### src/rtl/scb_pkg.sv
package scb_pkg;
  localparam int unsigned LANE_W = 8;

  typedef enum logic [1:0] {
    ADM_IDLE  = 2'd0,
    ADM_MERGE = 2'd1,
    ADM_ALLOC = 2'd2,
    ADM_DROP  = 2'd3
  } adm_e;
endpackage

### src/rtl/scb_ptr_ctrl.sv
module scb_ptr_ctrl #(
  parameter int unsigned DEPTH = 4,
  localparam int unsigned PTR_W = (DEPTH > 1) ? $clog2(DEPTH) : 1,
  localparam int unsigned CNT_W = $clog2(DEPTH + 1)
) (
  input  logic             clk,
  input  logic             rst_n,
  input  logic             push,
  input  logic             pop,
  output logic [PTR_W-1:0] head_idx,
  output logic [PTR_W-1:0] tail_idx,
  output logic [PTR_W-1:0] young_idx,
  output logic [CNT_W-1:0] count
);
  function automatic logic [PTR_W-1:0] ptr_next(input logic [PTR_W-1:0] p);
    return (p == PTR_W'(DEPTH - 1)) ? '0 : p + PTR_W'(1);
  endfunction

  function automatic logic [PTR_W-1:0] ptr_prev(input logic [PTR_W-1:0] p);
    return (p == '0) ? PTR_W'(DEPTH - 1) : p - PTR_W'(1);
  endfunction

  assign young_idx = ptr_prev(tail_idx);

  always_ff @(posedge clk) begin
    if (!rst_n) begin
      head_idx <= '0;
      tail_idx <= '0;
      count    <= '0;
    end else begin
      if (push) tail_idx <= ptr_next(tail_idx);
      if (pop)  head_idx <= ptr_next(head_idx);
      count <= count + CNT_W'(push) - CNT_W'(pop);
    end
  end

  a_r9_no_overflow: assert property (@(posedge clk) disable iff (!rst_n)
    push |-> (count < CNT_W'(DEPTH)));
  a_r4_no_underflow: assert property (@(posedge clk) disable iff (!rst_n)
    pop |-> (count != '0));
endmodule

### src/rtl/scb_entry_store.sv
module scb_entry_store #(
  parameter int unsigned DEPTH   = 4,
  parameter int unsigned WADDR_W = 30,
  parameter int unsigned DATA_W  = 32,
  localparam int unsigned LANES  = DATA_W / scb_pkg::LANE_W,
  localparam int unsigned PTR_W  = (DEPTH > 1) ? $clog2(DEPTH) : 1
) (
  input  logic               clk,
  input  logic               rst_n,
  input  logic               alloc_en,
  input  logic [PTR_W-1:0]   alloc_idx,
  input  logic [WADDR_W-1:0] alloc_addr,
  input  logic [DATA_W-1:0]  alloc_data,
  input  logic [LANES-1:0]   alloc_be,
  input  logic               merge_en,
  input  logic [PTR_W-1:0]   merge_idx,
  input  logic [DATA_W-1:0]  merge_data,
  input  logic [LANES-1:0]   merge_be,
  input  logic               pop_en,
  input  logic [PTR_W-1:0]   head_idx,
  input  logic [PTR_W-1:0]   young_idx,
  output logic [WADDR_W-1:0] head_addr,
  output logic [DATA_W-1:0]  head_data,
  output logic [LANES-1:0]   head_mask,
  output logic               head_aged,
  output logic [WADDR_W-1:0] young_addr,
  output logic [DEPTH-1:0]   valid_vec
);
  localparam int unsigned LW = scb_pkg::LANE_W;

  // Lane-wise overlay: lanes enabled in be come from nw, others from old.
  function automatic logic [DATA_W-1:0] overlay_lanes(
    input logic [DATA_W-1:0] old,
    input logic [DATA_W-1:0] nw,
    input logic [LANES-1:0]  be
  );
    logic [DATA_W-1:0] r;
    r = old;
    for (int b = 0; b < LANES; b++) begin
      if (be[b]) r[b*LW +: LW] = nw[b*LW +: LW];
    end
    return r;
  endfunction

  logic [WADDR_W-1:0] e_addr  [DEPTH];
  logic [DATA_W-1:0]  e_data  [DEPTH];
  logic [LANES-1:0]   e_mask  [DEPTH];
  logic               e_valid [DEPTH];
  logic               e_aged  [DEPTH];

  for (genvar i = 0; i < DEPTH; i++) begin : g_entry
    logic alloc_here, merge_here, pop_here;
    assign alloc_here = alloc_en && (alloc_idx == PTR_W'(i));
    assign merge_here = merge_en && (merge_idx == PTR_W'(i));
    assign pop_here   = pop_en   && (head_idx  == PTR_W'(i));

    always_ff @(posedge clk) begin
      if (!rst_n) begin
        e_addr[i]  <= '0;
        e_data[i]  <= '0;
        e_mask[i]  <= '0;
        e_valid[i] <= 1'b0;
        e_aged[i]  <= 1'b0;
      end else if (alloc_here) begin
        e_addr[i]  <= alloc_addr;
        e_data[i]  <= overlay_lanes('0, alloc_data, alloc_be);
        e_mask[i]  <= alloc_be;
        e_valid[i] <= 1'b1;
        e_aged[i]  <= 1'b0;
      end else begin
        if (merge_here) begin
          e_data[i] <= overlay_lanes(e_data[i], merge_data, merge_be);
          e_mask[i] <= e_mask[i] | merge_be;
        end
        if (pop_here) begin
          e_valid[i] <= 1'b0;
          e_aged[i]  <= 1'b0;
        end else if (e_valid[i]) begin
          e_aged[i] <= 1'b1;
        end
      end
    end

    a_r10_merge_live: assert property (@(posedge clk) disable iff (!rst_n)
      merge_here |-> e_valid[i]);
    a_r4_alloc_free: assert property (@(posedge clk) disable iff (!rst_n)
      alloc_here |-> !e_valid[i]);
  end

  always_comb begin
    for (int k = 0; k < DEPTH; k++) valid_vec[k] = e_valid[k];
  end

  assign head_addr  = e_addr[head_idx];
  assign head_data  = e_data[head_idx];
  assign head_mask  = e_mask[head_idx];
  assign head_aged  = e_aged[head_idx];
  assign young_addr = e_addr[young_idx];
endmodule

### src/rtl/scb_admit.sv
module scb_admit #(
  parameter int unsigned DEPTH   = 4,
  parameter int unsigned WADDR_W = 30,
  parameter int unsigned LANES   = 4,
  localparam int unsigned CNT_W  = $clog2(DEPTH + 1)
) (
  input  logic               st_valid,
  input  logic [WADDR_W-1:0] st_addr,
  input  logic [LANES-1:0]   st_be,
  input  logic [CNT_W-1:0]   count,
  input  logic [WADDR_W-1:0] young_addr,
  input  logic               young_offered,
  output logic               st_ready,
  output scb_pkg::adm_e      action
);
  import scb_pkg::*;

  logic young_hit, be_empty, has_room;

  assign young_hit = (count != '0) && (young_addr == st_addr) && !young_offered;
  assign be_empty  = (st_be == '0);
  assign has_room  = (count < CNT_W'(DEPTH));
  assign st_ready  = be_empty || young_hit || has_room;

  always_comb begin
    action = ADM_IDLE;
    if (st_valid) begin
      if (be_empty)       action = ADM_DROP;
      else if (young_hit) action = ADM_MERGE;
      else if (has_room)  action = ADM_ALLOC;
    end
  end
endmodule

### src/rtl/store_coalesce_buf.sv
module store_coalesce_buf #(
  parameter int unsigned DEPTH   = 4,
  parameter int unsigned WADDR_W = 30,
  parameter int unsigned DATA_W  = 32,
  localparam int unsigned LANES  = DATA_W / scb_pkg::LANE_W
) (
  input  logic               clk,
  input  logic               rst_n,
  input  logic               st_valid,
  output logic               st_ready,
  input  logic [WADDR_W-1:0] st_addr,
  input  logic [DATA_W-1:0]  st_data,
  input  logic [LANES-1:0]   st_be,
  output logic               cm_valid,
  input  logic               cm_ready,
  output logic [WADDR_W-1:0] cm_addr,
  output logic [DATA_W-1:0]  cm_data,
  output logic [LANES-1:0]   cm_mask,
  output logic               cm_full
);
  import scb_pkg::*;

  localparam int unsigned PTR_W = (DEPTH > 1) ? $clog2(DEPTH) : 1;
  localparam int unsigned CNT_W = $clog2(DEPTH + 1);

  logic [PTR_W-1:0]   head_idx, tail_idx, young_idx;
  logic [CNT_W-1:0]   count;
  logic [WADDR_W-1:0] young_addr;
  logic               head_aged;
  logic [DEPTH-1:0]   valid_vec;
  adm_e               action;

  // Named internal events for the checks below.
  logic ev_push, ev_merge, ev_pop, ev_young_offered, ev_head_eligible;

  scb_ptr_ctrl #(.DEPTH(DEPTH)) u_ptr (
    .clk(clk), .rst_n(rst_n), .push(ev_push), .pop(ev_pop),
    .head_idx(head_idx), .tail_idx(tail_idx), .young_idx(young_idx),
    .count(count)
  );

  scb_entry_store #(.DEPTH(DEPTH), .WADDR_W(WADDR_W), .DATA_W(DATA_W)) u_store (
    .clk(clk), .rst_n(rst_n),
    .alloc_en(ev_push), .alloc_idx(tail_idx), .alloc_addr(st_addr),
    .alloc_data(st_data), .alloc_be(st_be),
    .merge_en(ev_merge), .merge_idx(young_idx), .merge_data(st_data),
    .merge_be(st_be),
    .pop_en(ev_pop), .head_idx(head_idx), .young_idx(young_idx),
    .head_addr(cm_addr), .head_data(cm_data), .head_mask(cm_mask),
    .head_aged(head_aged), .young_addr(young_addr), .valid_vec(valid_vec)
  );

  scb_admit #(.DEPTH(DEPTH), .WADDR_W(WADDR_W), .LANES(LANES)) u_admit (
    .st_valid(st_valid), .st_addr(st_addr), .st_be(st_be), .count(count),
    .young_addr(young_addr), .young_offered(ev_young_offered),
    .st_ready(st_ready), .action(action)
  );

  assign cm_full          = &cm_mask;
  assign ev_head_eligible = (count != '0) && (head_aged || cm_full);
  assign cm_valid         = ev_head_eligible;
  assign ev_young_offered = cm_valid && (count == CNT_W'(1));
  assign ev_push          = (action == ADM_ALLOC);
  assign ev_merge         = (action == ADM_MERGE);
  assign ev_pop           = cm_valid && cm_ready;

  a_r11_commit_hold: assert property (@(posedge clk) disable iff (!rst_n)
    (cm_valid && !cm_ready) |=> (cm_valid && $stable(cm_addr) &&
                                 $stable(cm_data) && $stable(cm_mask)));
  a_r10_no_empty_commit: assert property (@(posedge clk) disable iff (!rst_n)
    cm_valid |-> (cm_mask != '0));
  a_r4_count_matches: assert property (@(posedge clk) disable iff (!rst_n)
    CNT_W'($countones(valid_vec)) == count);
  a_r6_offered_no_merge: assert property (@(posedge clk) disable iff (!rst_n)
    ev_young_offered |-> !ev_merge);
  a_r7_partial_waits: assert property (@(posedge clk) disable iff (!rst_n)
    (ev_push && count == '0 && !(&st_be)) |=> !cm_valid);
endmodule

### config.mk
export PLATFORM = sky130hd
export DESIGN_NAME = store_coalesce_buf
export DESIGN_NICKNAME = d
export VERILOG_FILES = /design/src/rtl/scb_pkg.sv /design/src/rtl/scb_ptr_ctrl.sv /design/src/rtl/scb_entry_store.sv /design/src/rtl/scb_admit.sv /design/src/rtl/store_coalesce_buf.sv
export SDC_FILE = /design/constraint.sdc
export NUM_CORES = 1
export LEC_CHECK = 0
export ABC_AREA = 0
export CAP_MARGIN = 40
export CELL_PAD_IN_SITES_DETAIL_PLACEMENT = 1
export CELL_PAD_IN_SITES_GLOBAL_PLACEMENT = 1
export CORE_AREA = 2 2 197 160
export DETAILED_ROUTE_END_ITERATION = 12
export DIE_AREA = 0 0 199 162
export PLACE_DENSITY_LB_ADDON = 0.1
export SLEW_MARGIN = 20
export SYNTH_ARGS = -nofsm -noshare
export SYNTH_HDL_FRONTEND = slang
export SYNTH_HIERARCHICAL = 1
export SYNTH_SLANG_ARGS = --single-unit
export TNS_END_PERCENT = 5
### constraint.sdc
create_clock -name clk -period 5.6 [get_ports clk]
set_input_delay 1.12 -clock clk [delete_from_list [all_inputs] [get_ports clk]]
set_output_delay 1.12 -clock clk [all_outputs]
set_load 0.01 [all_outputs]
==> key figures, run 1 <==
Worst setup path
  • RR Startpoint: u_ptr/tail_idx[1]
  • Cells along the critical path: inv_1 -> ha_1 -> nand2b_2 -> buf_12 -> mux4_2 -> xnor2_1 -> nand4_1 -> nor4_4 -> nand4_2 -> nand3_1 -> clkdlybuf4s50_1
  • CP Capture Type: primary output
  • Kind of critical path: reg2out
  • Crit. Startpoint: u_ptr/tail_idx[1]
  • Crit path launch type: register
  • Worst path max stage delay: about 540 ps
  • Worst path arrival time: 4170 ps
  • Slowest cell on crit path: clkdlybuf4s50_1
  • Worst endpoint required time: 4480 ps
  • Worst-path fanout max: 30

Timing
  • F_max: 189 MHz
  • Slew margin rel.: roughly 48%
  • Worst-Margin Slew: 775 ps
  • Final Hold Fails: 0
  • Count of pins over their slew limit: 0
  • Setup slack after layout: 313 ps
  • Tmin final: 5290 ps
  • Final setup viols: 0
  • WHS: between 500 and 600 ps
  • RSZ-0062 raised after global routing: false
  • Clock skew: between 10 and 15 ps
  • TNS Setup: 0 ps
  • Final period util: 94.4%

Layout
  • Cell area after layout: between 0.015 and 0.02 mm^2
  • Share of cells above drive strength 1: 21.1%
  • Final Core Density: between 50% and 60%
  • ANT cells: 0
  • Fill cells: 2,861
  • Synthesis-to-finish area growth: 19.4%
  • Nets: 1,156
  • Non-filler cells, final: roughly 1,500

Power and ir drop
  • Total power draw: 5.96 mW
  • P per Cell Area: 348 mW/mm^2
  • Leakage power total: 6.24 nW
  • Max VDD drop: 0.000245 V

Detailed routing
  • Routed via count: 9,485
  • Initial drt markers: 768
  • Final WL: between 40,000 and 50,000 um
  • Drt pass-1 iters: 4
  • DRC: 0
  • Antenna Nets Post-Route: 0
  • Vias/cell: 6.26
  • WL/cell: 26.6 um

Place
  • Post-DP HPWL: 24,900 um
  • Area after DPL: 0.0161 mm^2
  • Inst Count DP: between 1,000 and 1,500
  • Routability cong.: 0.751
  • Dpl ws: roughly 710 ps
  • Port bufs: 138

Clocking
  • Root Buffer: clkbuf_16
  • Skew-Pair Late Insertion Delay: 570 ps
  • CTS max path bufs: 3
  • CTS tree: built
  • CTS HTree Levels: 1
  • CTS buffer count: 30
  • # clock sinks: 279
  • Clk slew on worst S/H paths: 60 ps

Global routing
  • Pin count of the biggest net entering global routing: 99
  • Tot GR Track Use: about a quarter
  • Grt ovf: 0
  • First-pass GRT wire length: 60,900 um
  • Vias in the first global route: ~10,000
  • Antenna violations before repair: 0

Logic synthesis
  • Mapped Avg Cell Area: 14.8 um^2
  • Synth warn: 6
  • Synth Net Count: 1,047
  • Gate Count Post-Synth: 971
  • Synthesized area: between 0.01 and 0.015 mm^2

Run status
  • Status: finished clean

Floorplanning
  • Die Wd: 199 um
  • Boundary Pins: 139
  • Die H: approximately 160 um
  • Core area: 0.0302 mm^2
  • FP Rows: 57
  • Initial core utilization: 47.5%
  • Die Area: between 0.03 and 0.04 mm^2

Min path
  • Min-delay src: u_store/e_valid[2]
  • HP Class: reg2reg

Flow run
  • Max cap viols: 0
## worst max-delay path, delay by kind of cell (launching register included)
kind	cells	cell delay, ps
mux	1	460
fa+ha+maj	1	180
buf+inv	3	860
flops	1	510
xor+xnor	1	370
simple gates	5	1190
## area by class of cell
type                    instances  area [um^2]  share of cell area, %
multi-input cells             584         5550                   32.5
inverters                      13         48.8                  0.285
clock buffers                  38          802                   4.69
well taps                     413          517                   3.02
clock inverters                17          180                   1.05
flip-flops and latches        279         8300                   48.5
repair buffers                172         1710                   9.99
## what timing repair did
action                                  in CTS  in global routing
hold buffers                                 0                  0
gates resized for setup                      0                  1
buffers inserted                             0                  0
endpoints found under the setup margin       0                  1
## cell usage in the layout, fill, tap and decap left out, types with 10 or more instances in the layout
cell type        instances
buf_4                   29
nand2_1                 66
a21o_1                  16
and2_1                  10
inv_1                   13
edfxtp_1               270
xor2_1                  13
nor2_1                  27
o2bb2ai_1               17
clkdlybuf4s50_1        137
xnor2_1                 17
mux4_2                  97
o22ai_1                 96
o22ai_2                 32
and3_1                 121
clkbuf_16               31
## final timing paths
check             slack (ps)  depth (start not counted)                 end
hold / removal           520                          2  u_store/e_valid[2]
setup / recovery         310                         11            st_ready
hold reg to reg          520                          2  u_store/e_valid[2]
setup reg to reg         740                         17      u_ptr/count[2]
## flip-flops by register name, summed over array words and instances, names as in the netlist
register and count:
u_ptr/count 3, u_ptr/head_idx 2, u_ptr/tail_idx 2, u_store/e_addr 120, u_store/e_aged 4, u_store/e_data 128
u_store/e_mask 16, u_store/e_valid 4
## layer usage
metal	track usage [%]	vias to the layer above	part of all wire [%]
met1	36.6	4937	44
li1	-	4147	-
met2	40.6	335	48
met4	5.46	0	1.7
met5	0	-	0
met3	4.19	66	6.0
## power breakdown
part           leakage (nW)  switching (mW)  internal [mW]
logic                  2.85           0.678          0.647
registers              2.91           0.112           2.52
clock network         0.481           0.819           1.19
Note: power is estimated with default switching activity, not from simulation.
==> inputs of run 2 (changes only) <==
--- a/config.mk
+++ b/config.mk
@@ -9,9 +9,9 @@
 export CAP_MARGIN = 40
 export CELL_PAD_IN_SITES_DETAIL_PLACEMENT = 1
 export CELL_PAD_IN_SITES_GLOBAL_PLACEMENT = 1
-export CORE_AREA = 2 2 197 160
+export CORE_AREA = 2 2 203 165
 export DETAILED_ROUTE_END_ITERATION = 12
-export DIE_AREA = 0 0 199 162
+export DIE_AREA = 0 0 205 167
 export PLACE_DENSITY_LB_ADDON = 0.1
 export SLEW_MARGIN = 20
 export SYNTH_ARGS = -nofsm -noshare
==> constraint.sdc (replaced) <==
create_clock -name clk -period 6.6 [get_ports clk]
set_input_delay 1.98 -clock clk [delete_from_list [all_inputs] [get_ports clk]]
set_output_delay 1.98 -clock clk [all_outputs]
set_load 0.01 [all_outputs]
==> run 2 against run 1 <==
  * Clock skew grew 9.4 ps
  * Flip-flop and latch count is the same
  * Global-route usage shrank 0.87 points
  * Sequential share of layout area increased by 0.068 points
  * Non-clock buffer count is the same
  * Sequential power fell by 16%
  * Critical path depth down 3
==> key figures, run 2 (same netlist as run 1, synthesis figures left out) <==
Clocking
  • CTS tree: built
  • Post-CTS sizing: 0
  • Skew-Pair Late Insertion Delay: 580 ps
  • CTS buffer count: 31
  • CTS HTree Levels: 1
  • Clk slew on worst S/H paths: 60 ps
  • Root Buffer: clkbuf_16
  • Post-CTS Setup Bufs: 0
  • # clock sinks: between 200 and 300
  • Hold-fix buffers, CTS: 0
  • CTS max path bufs: 3

Place
  • Area after DPL: 0.0161 mm^2
  • Post-DP HPWL: 25,100 um
  • Routability cong.: between 0.7 and 0.8
  • Dpl ws: 350 ps
  • Port bufs: 138

Worst setup path
  • CP Depth: 8
  • Crit path launch type: input pin
  • Kind of critical path: in2out
  • FF-to-FF path depth: 15
  • Slowest cell on crit path: clkdlybuf4s50_1
  • RR Startpoint: u_ptr/tail_idx[1]
  • Critical path's top delay family: buffers and inverters
  • Crit path capture: st_ready
  • Worst-path fanout max: 5
  • Worst path max stage delay: 550 ps
  • Buf+Inv Stages, Crit Path: 3
  • Cell mode on critical path: clkdlybuf4s50_1
  • Crit. Startpoint: st_addr[13]
  • Flop-to-flop setup slack: 1480 ps
  • CP Capture Type: primary output
  • Worst endpoint required time: between 4000 and 5000 ps
  • Cells along the critical path: clkdlybuf4s50_1 -> xnor2_1 -> buf_4 -> nand4_4 -> nor4_4 -> nand4_2 -> nand3_1 -> clkdlybuf4s50_1
  • RR Endpoint: u_store/e_addr[1][26]
  • Worst path arrival time: roughly 4300 ps

Detailed routing
  • WL/cell: 26.9 um
  • Routed via count: 9,559
  • Drt pass-1 iters: 5
  • Vias/cell: 6.24
  • Metal-1 WL: 18,200 um
  • Initial drt markers: 768
  • DR top layer: met4
  • Final WL: 41,200 um
  • Antenna Nets Post-Route: 0
  • Met2 Wirelength: 19,500 um
  • DRC: 0
  • Metal3 WL: 2680 um

Min path
  • HP Class: reg2reg

Floorplanning
  • FP Rows: 59
  • Die Area: 0.0342 mm^2
  • Initial core utilization: between 40% and 50%
  • Core area: 0.0322 mm^2
  • Die H: approximately 170 um
  • Die Wd: a little over 200 um
  • Boundary Pins: around 140

Flow run
  • Max cap viols: 0

Timing
  • Worst-Margin Slew: approximately 810 ps
  • RSZ-0062 raised after global routing: false
  • Final period util: 94.4%
  • TNS Setup: 0 ps
  • Count of pins over their slew limit: 0
  • Tmin final: just over 6000 ps
  • WHS: 509 ps
  • Final setup viols: 0
  • Slew margin rel.: between 40% and 50%
  • F_max: 160 MHz
  • Final Hold Fails: 0
  • Setup slack after layout: 368 ps
  • Clock skew: 22.9 ps

Layout
  • Synthesis-to-finish area growth: 19.2%
  • Most frequent cells in the layout: 270 x edfxtp_1, 137 x clkdlybuf4s50_1, 121 x and3_1, 97 x mux4_2, 96 x o22ai_1
  • Top reg by flops: u_store/e_data
  • Top Registers: u_store/e_data: 128 flops, u_store/e_addr: 120 flops, u_store/e_mask: 16 flops
  • ANT cells: 0
  • Share of cells above drive strength 1: 21.3%
  • Most common cell after layout, fill and taps aside: edfxtp_1
  • Nets: 1,157
  • Final Core Density: between 50% and 60%
  • Max FFs per register: 128
  • Cell area after layout: 0.0171 mm^2

Global routing
  • Pin count of the biggest net entering global routing: 101
  • Vias in the first global route: 10,100
  • Grt ovf: 0
  • Tot GR Track Use: 24.4%
  • Antenna violations before repair: 1
  • First-pass GRT wire length: 62,700 um

Power and ir drop
  • P per Cell Area: 296 mW/mm^2
  • Leakage power total: 6.22 nW
  • Max VDD drop: between 0.00015 and 0.0002 V

Run status
  • Status: finished clean
[run 2: changes by cell type in the layout (fill, tap and decap cells not counted), sizes merged]
cell | previous run | this run
clkbuf | 38 | 47
clkinv | 13 | 7
inv | 13 | 14
bufinv | 4 | 2
[run 2: final cells by class]
| type | instances | area [um^2] |
|---|---|---|
| Clock inverter | 10 | 100 |
| Fill cell | 3126 | 15100 |
| Multi-Input combinational cell | 584 | 5560 |
| Sequential cell | 279 | 8300 |
| Tap cell | 427 | 534 |
| Clock buffer | 47 | 886 |
| Inverter | 13 | 48.8 |
| Timing Repair Buffer | 172 | 1660 |
[run 2: how the worst min path moves through the flow]
stage / start / slack, ps / cells after the start / end
final: u_store/e_valid[2] / 510 / 2 / u_store/e_aged[2]
after detailed placement: u_store/e_aged[2] / 500 / 2 / u_store/e_aged[2]
after global routing: u_store/e_valid[2] / 550 / 2 / u_store/e_aged[2]
after floorplan: u_store/e_aged[2] / 460 / 2 / u_store/e_aged[2]
after global placement: u_store/e_valid[2] / 490 / 2 / u_store/e_aged[2]
after CTS: u_store/e_valid[2] / 510 / 2 / u_store/e_aged[2]
[run 2: where the power goes]
part,switching [mW],total (mW),internal (mW)
registers,0.0890,2.22,2.13
logic,0.587,1.13,0.547
clock network,0.707,1.70,0.995
total,1.38,5.06,3.68
[run 2: stage by stage]
step	std cells	total power [mW]
final	1532	5.06
after global routing	1532	5.25
after CTS	1532	5.09
after detailed placement	1475	3.39
after global placement	1475	3.38
after floorplan	971	2.88
[run 2: per-layer routing]
| layer | track usage [%] | vias to the layer above |
|---|---|---|
| li1 | - | 4147 |
| met1 | 35.7 | 5029 |
| met2 | 38.6 | 325 |
| met3 | 3.86 | 58 |
| met4 | 5.38 | 0 |
| met5 | 0 | - |
[run 2: worst min-delay path: cells and delay by family (launching register included)]
family             cells  cell delay, ps
DFF                    1             320
AOI/OAI and AO/OA      1              80
and+or+nand+nor        1              70
